$ cat src/rtl/serial_cfg_slave.sv
module serial_cfg_slave #(
  parameter int BUSY_CYCLES = 20000,
  parameter int CNT_W = 6
) (
  input  logic        clk,
  input  logic        rst_n,
  input  logic        sck,
  input  logic        sl,
  input  logic        sdi,
  output logic        sdo,
  output logic        sdo_en,
  output logic [10:0] reg_op,
  output logic [9:0]  reg_gain,
  output logic [7:0]  reg_clamp,
  output logic [9:0]  reg_ctrl,
  output logic [5:0]  reg_cds
);
  localparam int BW = $clog2(BUSY_CYCLES + 1);
  localparam int NREG = 5;

  function automatic logic [3:0] last_bit(input logic [2:0] a);
    case (a)
      3'd0: return 4'd10;
      3'd1: return 4'd9;
      3'd2: return 4'd7;
      3'd3: return 4'd9;
      default: return 4'd5;
    endcase
  endfunction

  function automatic logic [10:0] dflt(input int a);
    case (a)
      1: return 11'h096;
      2: return 11'h080;
      default: return 11'h000;
    endcase
  endfunction

  logic [2:0] sck_q, sl_q;
  logic [1:0] sdi_q;
  logic [BW-1:0] busy_cnt;
  logic [CNT_W-1:0] cnt;
  logic rnw, bad;
  logic [2:0] addr;
  logic [3:0] idx;
  logic [10:0] shd [NREG];
  logic [10:0] live [NREG];
  logic [NREG-1:0] ld;

  wire sck_rise = sck_q[1] & ~sck_q[2];
  wire sck_fall = ~sck_q[1] & sck_q[2];
  wire sl_hi    = sl_q[1];
  wire sl_rise  = sl_q[1] & ~sl_q[2];
  wire din      = sdi_q[1];
  wire busy     = busy_cnt != '0;
  wire [CNT_W-1:0] rbit = cnt - CNT_W'(5);
  wire [10:0] rd_word = (addr < 3'd5) ? live[addr] : 11'h000;

  always_ff @(posedge clk or negedge rst_n)
    if (!rst_n) begin
      sck_q <= '0;
      sl_q <= '1;
      sdi_q <= '0;
    end else begin
      sck_q <= {sck_q[1:0], sck};
      sl_q <= {sl_q[1:0], sl};
      sdi_q <= {sdi_q[0], sdi};
    end

  always_ff @(posedge clk or negedge rst_n)
    if (!rst_n) busy_cnt <= BW'(BUSY_CYCLES);
    else if (busy) busy_cnt <= busy_cnt - 1'b1;

  always_ff @(posedge clk or negedge rst_n)
    if (!rst_n) begin
      cnt <= '0;
      rnw <= 1'b0;
      bad <= 1'b0;
      addr <= '0;
      idx <= '0;
      ld <= '0;
      for (int i = 0; i < NREG; i++) shd[i] <= '0;
    end else if (sl_hi) begin
      cnt <= '0;
      rnw <= 1'b0;
      bad <= 1'b0;
      addr <= '0;
      idx <= '0;
      ld <= '0;
    end else if (sck_rise) begin
      if (cnt != '1) cnt <= cnt + 1'b1;
      case (cnt)
        CNT_W'(0): rnw <= din;
        CNT_W'(1): bad <= din;
        CNT_W'(2), CNT_W'(3), CNT_W'(4): addr <= {din, addr[2:1]};
        default:
          if (!rnw && !bad && addr < 3'd5) begin
            shd[addr][idx] <= din;
            if (idx == last_bit(addr)) begin
              ld[addr] <= 1'b1;
              addr <= addr + 1'b1;
              idx <= '0;
            end else begin
              idx <= idx + 1'b1;
            end
          end
      endcase
    end

  always_ff @(posedge clk or negedge rst_n)
    if (!rst_n) begin
      for (int i = 0; i < NREG; i++) live[i] <= dflt(i);
    end else if (sl_rise && !busy) begin
      if (ld[0] && shd[0][4]) begin
        for (int i = 0; i < NREG; i++) live[i] <= dflt(i);
      end else begin
        for (int i = 0; i < NREG; i++)
          if (ld[i]) live[i] <= shd[i];
      end
    end

  always_ff @(posedge clk or negedge rst_n)
    if (!rst_n) begin
      sdo <= 1'b0;
      sdo_en <= 1'b0;
    end else if (sl_hi) begin
      sdo <= 1'b0;
      sdo_en <= 1'b0;
    end else if (sck_fall && rnw && !bad && cnt >= CNT_W'(5)) begin
      sdo_en <= 1'b1;
      sdo <= (rbit < CNT_W'(11)) ? rd_word[rbit[3:0]] : 1'b0;
    end

  assign reg_op    = live[0];
  assign reg_gain  = live[1][9:0];
  assign reg_clamp = live[2][7:0];
  assign reg_ctrl  = live[3][9:0];
  assign reg_cds   = live[4][5:0];
endmodule

$ cat config.mk
export PLATFORM = sky130hd
export DESIGN_NAME = serial_cfg_slave
export DESIGN_NICKNAME = d
export VERILOG_FILES = /design/src/rtl/serial_cfg_slave.sv
export SDC_FILE = /design/constraint.sdc
export NUM_CORES = 1
export LEC_CHECK = 0
export CAP_MARGIN = 20
export CORE_MARGIN = 3
export CORE_UTILIZATION = 58
export DETAILED_ROUTE_END_ITERATION = 8
export DONT_BUFFER_PORTS = 1
export GPL_ROUTABILITY_DRIVEN = 1
export PLACE_DENSITY_LB_ADDON = 0.2
export REMOVE_ABC_BUFFERS = 1
export SLEW_MARGIN = 10
export SYNTH_ARGS = -nofsm -noshare
export SYNTH_HDL_FRONTEND = slang
export SYNTH_SLANG_ARGS = --single-unit
export TNS_END_PERCENT = 100
$ cat constraint.sdc
create_clock -name clk -period 2.8 [get_ports clk]
set_input_delay 0.28 -clock clk [delete_from_list [all_inputs] [get_ports clk]]
set_output_delay 0.28 -clock clk [all_outputs]
set_load 0.05 [all_outputs]
==> results of run 1 <==
flip-flops by register name, indices dropped and copies added, names as in the netlist, 6 cells and up:
| name | flops |
|---|---|
| shd | 55 |
| busy_cnt | 15 |
| reg_op | 11 |
| live | 10 |
| reg_ctrl | 10 |
| reg_gain | 10 |
| reg_clamp | 8 |
| cnt | 6 |
| reg_cds | 6 |
cell usage after synthesis (4+ instances only):
cell,count
sky130_fd_sc_hd__nand2_1,175
sky130_fd_sc_hd__dfrtp_1,142
sky130_fd_sc_hd__o21ai_0,60
sky130_fd_sc_hd__buf_4,45
sky130_fd_sc_hd__mux2_2,45
sky130_fd_sc_hd__nor2_1,43
sky130_fd_sc_hd__clkbuf_1,34
sky130_fd_sc_hd__nor3_1,21
sky130_fd_sc_hd__inv_1,19
sky130_fd_sc_hd__nand2b_1,17
sky130_fd_sc_hd__mux2i_1,16
sky130_fd_sc_hd__ha_1,15
sky130_fd_sc_hd__and2_1,13
sky130_fd_sc_hd__dfstp_2,13
sky130_fd_sc_hd__nand3_1,13
sky130_fd_sc_hd__a21oi_1,11
sky130_fd_sc_hd__mux2_4,11
sky130_fd_sc_hd__xnor2_1,10
sky130_fd_sc_hd__xor2_1,10
sky130_fd_sc_hd__nor2b_1,9
sky130_fd_sc_hd__a31oi_1,7
sky130_fd_sc_hd__or3_1,6
sky130_fd_sc_hd__o221ai_1,5
sky130_fd_sc_hd__a211oi_1,4
sky130_fd_sc_hd__nand4_1,4
sky130_fd_sc_hd__nor3b_1,4
sky130_fd_sc_hd__o22ai_1,4
sky130_fd_sc_hd__o32ai_1,4
sky130_fd_sc_hd__or2_2,4
logic make-up after synthesis:
| logic type | synth area share [%] |
|---|---|
| adder cells (fa/ha/maj) | 2.35 |
| multiplexers | 10.8 |
| AND/OR/NAND/NOR | 19.2 |
| flip-flops | 48.7 |
| buffers and inverters | 7.21 |
| AO/OA/AOI/OAI | 9.53 |
| XOR/XNOR | 2.19 |
through the flow:
stage / instances / hold slack, ns
final: 990 / -0.452
after global routing: 990 / -0.470
after CTS: 987 / -0.468
after detailed placement: 952 / -0.0105
after global placement: 952 / -0.00819
after floorplan: 734 / -0.0156
area by class of cell:
class / instances / area [um2] / area share (%)
Clock buffer: 21 / 460 / 5.29
Clock inverter: 11 / 135 / 1.55
Inverter: 19 / 75.1 / 0.862
Multi-Input combinational cell: 560 / 3540 / 40.6
Sequential cell: 155 / 3900 / 44.8
Tap cell: 176 / 220 / 2.53
Timing Repair Buffer: 48 / 380 / 4.37
path summary, 6_finish.rpt:
kind                                            to  slack (ns)  depth (start not counted)
min in group clk                sdi_q[1]$_DFF_PN0_        0.35                          0
setup / recovery                idx[2]$_DFFE_PN0P_        0.16                          8
hold reg to reg                 sdi_q[1]$_DFF_PN0_        0.35                          0
max in group asynchronous  reg_gain[7]$_DFFE_PN1P_        2.92                          0
setup reg to reg                idx[2]$_DFFE_PN0P_        0.16                          8
hold / removal             busy_cnt[7]$_DFFE_PN0P_       -0.45                          0
per-layer routing:
layer,part of all wire (%),wire [um],GRT usage (%)
met1,43,8360,37.1
met2,47,9090,42.4
met3,6.8,1310,6.72
met4,2.8,534,10.1
met5,0,0,0
timing repair:
item,4_1_cts,5_1_grt
setup endpoints to repair,1,48
buffers inserted,0,3
hold endpoints to repair,158,155
pin swaps,0,1
resized for setup,1,5
power groups by stage:
stage / combinational [mW] / sequential [mW] / clock [mW]
after floorplan: 0.0654 / 2.32 / 0
after global placement: 0.113 / 2.31 / 0
after detailed placement: 0.114 / 2.31 / 0
after CTS: 0.119 / 2.27 / 2.35
after global routing: 0.132 / 2.27 / 2.46
final: 0.122 / 2.27 / 2.33
cells in the final DEF, fill, tap and decap left out, drive strengths merged, types with 4 or more instances in the layout:
master and count:
xnor2 10, nand2 175, dfstp 13, nor2 46, dfrtp 142, mux2i 16
or2 5, mux2 59, nor3 23, nor3b 4, o22ai 4, clkinv 4
xor2 10, nand4 4, o21ai 60, o32ai 4, a211oi 4, nor2b 9
buf 45, and2 13, inv 21, a31oi 7, nand2b 17, a21oi 11
ha 15, clkbuf 21, or3 7, o221ai 5, nand3 13
==> PnR_summary.wiki, run 1 <==
{| class="wikitable"
! Metric !! Value
|-
| Relative area change from synthesis to final layout || 8.92%
|-
| Cell Int Power || 3.68 mW
|-
| Switching pwr || 1.05 mW
|-
| Post-detailed-route via-to-cell ratio || 5.87
|-
| Final total negative setup slack || 0 ns
|-
| Starting density of the core || between 50 and 60%
|-
| Share of total power consumed by net switching || roughly 22%
|-
| Violations in the final reports || hold timing
|-
| Stage delay of the slowest cell on the critical path || approximately 0.65 ns
|-
| I/O Buffers || 0
|-
| CP Launch Point || addr[0]$_DFFE_PN0P_
|-
| Core region area || 0.0133 mm2
|-
| Estimated wirelength of the detail-placed design || 13300 um
|-
| Worst hold-check path type || in2async
|-
| Crit path capture type || flop
|-
| Largest net degree at the start of global routing || roughly 160
|-
| Level count of the clock H-tree || 4
|-
| Largest area contributor in the netlist || sky130_fd_sc_hd__dfrtp_1
|-
| Cell class contributing the biggest share of worst-path delay || simple AND/OR/NAND/NOR gates
|-
| Horiz. Die Dim || about 120 um
|-
| Min setup slack post-route || approximately 0.16 ns
|-
| Fraction of the yosys area taken by sequential cells || 48.7%
|-
| Initial antenna violation count || 0
|-
| Number of flops mapped to enable cells by yosys || 0
|-
| Cell occurring most often along the worst timing path || sky130_fd_sc_hd__a31oi_1
|-
| CTS Buffer Depth || 2
|-
| Total power of the final layout || 4.73 mW
|-
| Number of CTS-inserted buffers || 17
|-
| DIE AREA || ~0.015 mm2
|-
| Wire length of the first global-routing pass || 31200 um
|-
| Final core utilization || 65.2%
|-
| Number of instances in the synthesized netlist || 819
|-
| Post-Route Skew || roughly 0.017 ns
|-
| Pre-CTS setup slack || 0.00547 ns
|-
| Number of buffers inserted for hold repair after clock tree synthesis || 3
|-
| Type of origin of the critical path || flop
|-
| List of cells traversed by the critical path || clkinvlp_4 > ha_1 > or2_2 > a21o_1 > a31oi_1 > nor3b_2 > or4b_2 > a31oi_1
|-
| Outcome || finished, violations left
|-
| Ratio of cells with drive above 1 in the final layout || 20.3%
|-
| Drt drc || 0
|-
| Slowest CP cell || sky130_fd_sc_hd__or4b_2
|-
| Area contributors post-synth || sky130_fd_sc_hd__dfrtp_1, sky130_fd_sc_hd__nand2_1, sky130_fd_sc_hd__mux2_2
|-
| Min Hold Slack || -0.452 ns
|-
| RePlAce Congestion || between 0.9 and 1
|-
| Post-synthesis instance area || 0.00800 mm2
|-
| Critical path data arrival time || 2.98 ns
|-
| Share of the synthesized area in the top cell type || approximately 44%
|-
| 1st-pass router iterations || 5
|-
| Power per unit of standard cell area || between 500 and 600 mW/mm2
|-
| Insertion delay to the later sink of the worst-skew pair || 0.44 ns
|-
| Max Clk Rate || 379 MHz
|-
| Clock root cell || sky130_fd_sc_hd__clkbuf_16
|-
| Clock Sink Count || 155
|-
| Post-synth ARST share || 100%
|-
| Die height || approximately 120 um
|-
| Setup CP Type || reg2reg
|-
| Critical Path RT || around 3.2 ns
|-
| Clock group share of total power || between 40% and 50%
|-
| Clk pin slew, worst setup/hold paths || 0.06 ns
|-
| Most frequently used flop master after synthesis || sky130_fd_sc_hd__dfrtp_1
|-
| Total wire length after detailed routing || 19300 um
|-
| Dpl cell area || 0.00804 mm2
|-
| Unrepaired setup endpoints after global routing || no
|-
| Share of the clock period used by the worst path || 94.2%
|-
| Max Slew Vio Count || 0
|-
| Crit path buf inv count || 1
|-
| Unique cell type count in the Yosys netlist || 65
|-
| Max-capacitance violation count || 0
|-
| Leakage power summed over all cells || 3.90 nW
|-
| Wire length per cell after detailed routing || between 15 and 20 um
|-
| Post-layout min period || 2.64 ns
|-
| Core Rows || 42
|-
| Total grt overflow || 0
|-
| Maximum ir drop on the vdd rail || around 0.42 mV
|-
| Aggregate global-route resource usage || 27.2%
|-
| Reg-to-reg critical path startpoint || addr[0]$_DFFE_PN0P_
|-
| Via count || 5816
|-
| Final setup violation count || 0
|-
| Post-synthesis average cell area || 9.76 um2
|-
| Power share of the sequential group || 48.1%
|-
| Worst-case headroom to the max-slew limit || 51.6%
|-
| Critical-path maximum fanout || 10
|-
| Number of synthesized register bits || 155
|-
| Warnings from Yosys || 0
|-
| Transition time at the pin with the least slew margin || 0.727 ns
|-
| Clock tree from TritonCTS || done
|-
| Count of routing violations after the opening detailed-route iteration || about 650
|-
| Fillers || 1082
|-
| Number of nets with antenna violations after routing || 0
|-
| Count of nets after finishing || 821
|-
| Number of diodes added for antenna fixing || 0
|-
| Final hold violation count || 155
|-
| Part of the power in combinational logic || between 2 and 3%
|-
| Post-route cell area || 0.00871 mm2
|-
| Via count of the first global-routing pass || slightly below 6000
|-
| Number of top-level pins || 52
|}
No activity file was read; power rests on OpenSTA's default activity.
==> inputs of run 2 (changes only) <==
--- a/config.mk
+++ b/config.mk
@@ -12,7 +12,6 @@
 export DONT_BUFFER_PORTS = 1
 export GPL_ROUTABILITY_DRIVEN = 1
 export PLACE_DENSITY_LB_ADDON = 0.2
-export REMOVE_ABC_BUFFERS = 1
 export SLEW_MARGIN = 10
 export SYNTH_ARGS = -nofsm -noshare
 export SYNTH_HDL_FRONTEND = slang
==> run 2 against run 1 <==
  * The flow still finishes with violations (hold timing)
  * Sequential share of layout area up 0.39 points
  * Cell area down 0.92%
  * Hold slack worse by 0.0075 ns
  * Critical endpoint unchanged
==> PnR_summary.wiki, run 2 (same netlist as run 1, synthesis figures left out) <==
{| class="wikitable"
! Metric !! Value
|-
| Outcome || finished, violations left
|-
| Violations in the final reports || hold timing
|-
| Min Hold Slack || -0.460 ns (-0.00754 ns)
|-
| Post-route cell area || 0.00863 mm2 (-0.92%)
|-
| Max-capacitance violation count || 0 (unchanged)
|-
| Maximum ir drop on the vdd rail || 0.405 mV (-3.9%)
|-
| Via count || 5763 (-0.91%)
|-
| Cell Count, Final, Fillers Out || 983 (-0.71%)
|-
| Final core utilization || 64.6% (-0.60 points)
|-
| Number of instances in the placed design || 947 (-0.53%)
|-
| Register with the most flip-flops || shd
|-
| Commonest cells after routing, fill and taps aside || sky130_fd_sc_hd__nand2_1, sky130_fd_sc_hd__dfrtp_1, sky130_fd_sc_hd__o21ai_0, sky130_fd_sc_hd__mux2_2, sky130_fd_sc_hd__nor2_1
|-
| Cell occurring most often along the worst timing path || sky130_fd_sc_hd__ha_1
|-
| Number of diodes added for antenna fixing || 0 (unchanged)
|-
| Slowest CP cell || sky130_fd_sc_hd__or4b_2
|-
| Ratio of cells with drive above 1 in the final layout || 19.3% (-0.94 points)
|-
| Final total negative setup slack || 0 ns (unchanged)
|-
| Number of CTS-inserted buffers || 17 (unchanged)
|-
| Dpl cell area || 0.00799 mm2 (-0.62%)
|-
| Number of nets with antenna violations after routing || 0 (unchanged)
|-
| Estimated wirelength of the detail-placed design || 13800 um (+3.9%)
|-
| Count of nets after finishing || 814 (-0.85%)
|-
| Type of origin of the critical path || flop
|-
| Insertion delay to the later sink of the worst-skew pair || 0.43 ns (about the same)
|-
| Transition time at the pin with the least slew margin || 0.767 ns (+0.0410 ns)
|-
| Post-detailed-route via-to-cell ratio || 5.86 (-0.21%)
|-
| Largest net degree at the start of global routing || 156 (unchanged)
|-
| Count of routing violations after the opening detailed-route iteration || 528 (-18%)
|-
| Critical-path maximum fanout || 7 (-3)
|-
| 1st-pass router iterations || 5 (unchanged)
|-
| Core region area || 0.0133 mm2 (unchanged)
|-
| Power per unit of standard cell area || 540 mW/mm2 (-0.41%)
|-
| RePlAce Congestion || 0.938 (+0.87%)
|-
| Critical path data arrival time || 2.94 ns (-0.04 ns)
|-
| Clock tree from TritonCTS || done
|-
| Level count of the clock H-tree || 4 (unchanged)
|-
| Max Clk Rate || 388 MHz (+2.3%)
|-
| Share of the clock period used by the worst path || 92.1% (-2.2 points)
|-
| Drt drc || 0 (unchanged)
|-
| Final setup violation count || 0 (unchanged)
|-
| DIE AREA || 0.0152 mm2 (unchanged)
|-
| Wire length per cell after detailed routing || 19.9 um (+2.0%)
|-
| Post-Route Skew || 0.0213 ns (+0.00399 ns)
|-
| Aggregate global-route resource usage || 27.3% (+0.12 points)
|-
| Horiz. Die Dim || 123 um (unchanged)
|-
| Via count of the first global-routing pass || 5826 (+0.55%)
|-
| Leading cell type in the layout, fill and taps excluded || sky130_fd_sc_hd__nand2_1
|-
| Synthesized net count || 839
|-
| Worst hold-check path type || in2async
|-
| List of cells traversed by the critical path || ha_1 > ha_1 > nor4_1 > nand2_1 > xnor2_1 > nor3b_2 > or4b_2 > a31oi_1
|-
| Core Rows || 42 (unchanged)
|-
| Wire length of the first global-routing pass || 31500 um (+0.73%)
|-
| Initial antenna violation count || 0 (unchanged)
|-
| Die height || 123 um (unchanged)
|-
| Starting density of the core || 59.9% (unchanged)
|-
| Unrepaired setup endpoints after global routing || no
|-
| Number of top-level pins || 52 (unchanged)
|-
| Relative area change from synthesis to final layout || 7.92%
|-
| Clock Sink Count || 155 (unchanged)
|-
| Final hold violation count || 155 (unchanged)
|-
| Max Slew Vio Count || 0 (unchanged)
|-
| Total wire length after detailed routing || 19500 um (+1.3%)
|-
| Post-layout min period || 2.58 ns (-0.0605 ns)
|-
| Setup CP Type || reg2reg
|-
| Clk pin slew, worst setup/hold paths || 0.06 ns (about the same)
|-
| Stage delay of the slowest cell on the critical path || 0.64 ns (about the same)
|-
| Critical Path RT || 3.16 ns (about the same)
|-
| Crit path capture type || flop
|-
| Clock root cell || sky130_fd_sc_hd__clkbuf_16
|-
| CTS Buffer Depth || 2 (unchanged)
|-
| Crit path buf inv count || 0 (-1)
|-
| Cell class contributing the biggest share of worst-path delay || simple AND/OR/NAND/NOR gates
|-
| Worst-case headroom to the max-slew limit || 48.8% (-2.7 points)
|-
| I/O Buffers || 0 (unchanged)
|-
| Total grt overflow || 0 (unchanged)
|-
| Number of buffers inserted for hold repair after clock tree synthesis || 3 (unchanged)
|-
| Max FFs per register || 55 (unchanged)
|-
| Leakage power summed over all cells || 3.86 nW (-0.97%)
|}
-- run 2: changes by cell type in the layout (fill, tap and decap cells not counted), sizes merged --
cell,change
clkinvlp,-1
clkinv,+1
buf,-7
clkbuf,-1
inv,+1
-- run 2: final timing paths --
kind	startpoint	end	slack, ns	cells after the start
min reg2reg	sdi_q[0]$_DFF_PN0_	sdi_q[1]$_DFF_PN0_	0.35	0
max reg2reg	addr[0]$_DFFE_PN0P_	idx[2]$_DFFE_PN0P_	0.22	8
min in group clk	sdi_q[0]$_DFF_PN0_	sdi_q[1]$_DFF_PN0_	0.35	0
max in group asynchronous	rst_n	busy_cnt[10]$_DFFE_PN1P_	2.97	0
max	addr[0]$_DFFE_PN0P_	idx[2]$_DFFE_PN0P_	0.22	8
min	rst_n	addr[0]$_DFFE_PN0P_	-0.46	0
-- run 2: final cells by class --
class / instances / area [um2]
tap: 176 / 220
timing repair buffer: 41 / 315
clock buffer: 20 / 447
sequential: 155 / 3890
multi-input combinational: 560 / 3540
inverter: 19 / 71.3
fill: 1086 / 4720
clock inverter: 12 / 138
-- run 2: routing by layer --
metal | track usage (%) | vias up | part of all wire, %
met2 | 42.8 | 186 | 47
met1 | 37.2 | 2858 | 44
met3 | 6.40 | 33 | 6.1
met5 | 0 | - | 0
met4 | 10.3 | 0 | 2.7
li1 | - | 2686 | -
-- run 2: power by group --
part,internal (mW),total (mW),switching [mW]
clock network,1.34,2.28,0.932
registers,2.26,2.27,0.0156
logic,0.0470,0.116,0.0689
-- run 2: metrics by stage --
step                      worst slack [ns]  power, mW
after floorplan                     0.0414       2.39
after global placement              0.0789       2.42
after detailed placement          -0.00874       2.42
after CTS                            0.121       4.70
after global routing                0.0303       4.82
final                                0.222       4.66
-- run 2: repair_timing --
| action | CTS | global route |
|---|---|---|
| setup buffers | 0 | 1 |
| hold endpoints to repair | 158 | 155 |
| setup endpoints to repair | 1 | 73 |
| pin swaps | 0 | 1 |
| resized for setup | 1 | 3 |
==> inputs of run 3 (changes only) <==
--- a/config.mk
+++ b/config.mk
@@ -5,13 +5,13 @@
 export SDC_FILE = /design/constraint.sdc
 export NUM_CORES = 1
 export LEC_CHECK = 0
-export CAP_MARGIN = 20
 export CORE_MARGIN = 3
 export CORE_UTILIZATION = 58
+export CTS_CLUSTER_DIAMETER = 30
 export DETAILED_ROUTE_END_ITERATION = 8
 export DONT_BUFFER_PORTS = 1
 export GPL_ROUTABILITY_DRIVEN = 1
-export PLACE_DENSITY_LB_ADDON = 0.2
+export PLACE_DENSITY = 0.84
 export SLEW_MARGIN = 10
 export SYNTH_ARGS = -nofsm -noshare
 export SYNTH_HDL_FRONTEND = slang
==> run 3 against run 2 <==
  * The run still ends with hold timing left
  * Via count up 2.7%
  * Total power up 4.8%
  * Maximum frequency is 1.4% lower
  * Critical endpoint unchanged
  * Largest cell class unchanged
  * Largest power group unchanged
  * Highest routed layer unchanged
==> PnR_summary.wiki, run 3 (same netlist as run 1, synthesis figures left out) <==
{| class="wikitable"
! Metric !! Value
|-
| Min setup slack post-route || 0.186 ns (-0.0361 ns)
|-
| Maximum ir drop on the vdd rail || 0.456 mV (+12%)
|-
| Number of instances in the placed design || 947 (unchanged)
|-
| Final hold violation count || 155 (unchanged)
|-
| Clock tree from TritonCTS || done
|-
| Clock Sink Count || 155 (unchanged)
|-
| Number of diodes added for antenna fixing || 0 (unchanged)
|-
| I/O Buffers || 0 (unchanged)
|-
| Die height || 123 um (unchanged)
|-
| RePlAce Congestion || 1.02 (+8.7%)
|-
| Min Hold Slack || -0.451 ns (+0.00898 ns)
|-
| Drt drc || 0 (unchanged)
|-
| Post-layout min period || 2.61 ns (+0.0361 ns)
|-
| Level count of the clock H-tree || 4 (unchanged)
|-
| Crit path capture type || flop
|-
| Starting density of the core || 59.9% (unchanged)
|-
| Power per unit of standard cell area || 563 mW/mm2 (+4.2%)
|-
| Initial antenna violation count || 0 (unchanged)
|-
| Largest net degree at the start of global routing || 156 (unchanged)
|-
| Outcome || finished, violations left
|-
| Total grt overflow || 0 (unchanged)
|-
| Final core utilization || 65.0% (+0.40 points)
|-
| Number of CTS-inserted buffers || 17 (unchanged)
|-
| GR Layer Usage met2 || 43.9% (+1.1 points)
|-
| Post-detailed-route via-to-cell ratio || 6.03 (+2.8%)
|-
| Number of nets with antenna violations after routing || 0 (unchanged)
|-
| CTS Buffer Depth || 2 (unchanged)
|-
| Final setup violation count || 0 (unchanged)
|-
| Setup CP Type || reg2reg
|-
| Clk pin slew, worst setup/hold paths || 0.06 ns (about the same)
|-
| Final total negative setup slack || 0 ns (unchanged)
|-
| Met1 global-route usage || 33.6% (-3.6 points)
|-
| Buffer count from post-CTS setup fixing || 0 (unchanged)
|-
| Timing endpoint of the critical path || idx[2]$_DFFE_PN0P_
|-
| Count of routing violations after the opening detailed-route iteration || 580 (+9.8%)
|-
| Horiz. Die Dim || 123 um (unchanged)
|-
| Violations in the final reports || hold timing
|-
| 1st-pass router iterations || 5 (unchanged)
|-
| Max Slew Vio Count || 0 (unchanged)
|-
| Max FFs per register || 55 (unchanged)
|-
| Max Clk Rate || 383 MHz (-1.4%)
|-
| Pre-CTS setup slack || 0.151 ns (+0.160 ns)
|-
| Reg-to-Reg End || idx[2]$_DFFE_PN0P_
|-
| Relative area change from synthesis to final layout || 8.59%
|-
| Transition time at the pin with the least slew margin || 0.697 ns (-0.0707 ns)
|-
| Via count of the first global-routing pass || 5794 (-0.55%)
|-
| Wire length per cell after detailed routing || 20.4 um (+2.5%)
|-
| Count of nets after finishing || 813 (-0.12%)
|-
| Worst hold-check path type || in2async
|-
| Leakage power summed over all cells || 3.89 nW (+0.62%)
|-
| Wire length of the first global-routing pass || 31400 um (-0.20%)
|-
| Clock root cell || sky130_fd_sc_hd__clkbuf_16
|-
| Most utilized layer in the global route result || met2
|-
| Leading cell type in the layout, fill and taps excluded || sky130_fd_sc_hd__nand2_1
|-
| Critical-path maximum fanout || 6 (-1)
|-
| CP Launch Point || addr[0]$_DFFE_PN0P_
|-
| Core region area || 0.0133 mm2 (unchanged)
|-
| Insertion delay to the later sink of the worst-skew pair || 0.43 ns (about the same)
|-
| Number of top-level pins || 52 (unchanged)
|-
| Critical path data arrival time || 2.97 ns (+0.03 ns)
|-
| Estimated wirelength of the detail-placed design || 13400 um (-2.9%)
|-
| Max-capacitance violation count || 0 (unchanged)
|-
| Reg-to-reg critical path startpoint || addr[0]$_DFFE_PN0P_
|-
| Register with the most flip-flops || shd
|-
| Post-Route Skew || 0.00710 ns (-0.0142 ns)
|-
| Cell Count, Final, Fillers Out || 982 (-0.10%)
|-
| DIE AREA || 0.0152 mm2 (unchanged)
|-
| Synthesized net count || 839 (unchanged)
|-
| Aggregate global-route resource usage || 27.4% (+0.091 points)
|-
| Total wire length after detailed routing || 20000 um (+2.3%)
|-
| Depth of the worst register-to-register path || 9 (+1)
|-
| Met3 track demand over resource || 10.2% (+3.8 points)
|-
| Commonest cells after routing, fill and taps aside || sky130_fd_sc_hd__nand2_1, sky130_fd_sc_hd__dfrtp_1, sky130_fd_sc_hd__o21ai_0, sky130_fd_sc_hd__mux2_2, sky130_fd_sc_hd__nor2_1
|-
| Ratio of cells with drive above 1 in the final layout || 19.5% (+0.15 points)
|-
| Core Rows || 42 (unchanged)
|-
| Worst-case headroom to the max-slew limit || 53.2% (+4.4 points)
|-
| Register-to-register setup slack || 0.19 ns (-0.04 ns)
|-
| Type of origin of the critical path || flop
|-
| Share of the clock period used by the worst path || 93.4% (+1.3 points)
|-
| Unrepaired setup endpoints after global routing || no
|-
| Critical Path RT || 3.15 ns (about the same)
|-
| Number of buffers inserted for hold repair after clock tree synthesis || 3 (unchanged)
|-
| Via count || 5920 (+2.7%)
|}
-- run 3: critical path, cell delays in order, from the launching register on --
cell,delay [ns]
sky130_fd_sc_hd__dfrtp_1,0.44
sky130_fd_sc_hd__ha_1,0.24
sky130_fd_sc_hd__ha_1,0.21
sky130_fd_sc_hd__nor4_1,0.29
sky130_fd_sc_hd__nand2_1,0.14
sky130_fd_sc_hd__xnor2_2,0.18
sky130_fd_sc_hd__nor3b_1,0.11
sky130_fd_sc_hd__buf_4,0.17
sky130_fd_sc_hd__or4b_2,0.63
sky130_fd_sc_hd__a31oi_1,0.14
-- run 3: report_power, final --
part	switching, mW	total, mW	internal [mW]
clock	0.947	2.50	1.55
sequential	0.0128	2.27	2.26
combinational	0.0732	0.121	0.0473
total	1.03	4.89	3.86
-- run 3: worst min-delay path by stage --
stage / to / cells after the start
final: addr[2]$_DFFE_PN0P_ / 0
after global routing: reg_op[10]$_DFFE_PN0P_ / 0
after CTS: idx[3]$_DFFE_PN0P_ / 0
after detailed placement: cnt[5]$_DFFE_PN0P_ / 0
after global placement: sck_q[1]$_DFF_PN0_ / 0
after floorplan: addr[0]$_DFFE_PN0P_ / 0
-- run 3: final cells by class --
class	count	area (um2)
fillers	1034	4670
flip-flops and latches	155	3900
multi-input cells	560	3540
clock buffers	20	457
repair buffers	40	308
well taps	176	220
clock inverters	12	185
inverters	19	71.3
-- run 3: routing by layer --
| layer | wire, um | vias up |
|---|---|---|
| met4 | 557 | 0 |
| li1 | - | 2688 |
| met2 | 9630 | 235 |
| met5 | 0 | - |
| met1 | 8080 | 2955 |
| met3 | 1740 | 42 |
-- run 3: timing repair --
action                                  4_1_cts  5_1_grt
resized for setup                             0        5
hold endpoints to repair                    158      155
endpoints found under the setup margin        0       50
-- run 3: metrics by stage --
stage               power, mW  cell area [um2]
global placement         2.42             7990
global route             5.02             8680
detailed placement       2.42             7990
CTS                      4.91             8660
floorplan                2.39             8000
finish                   4.89             8680
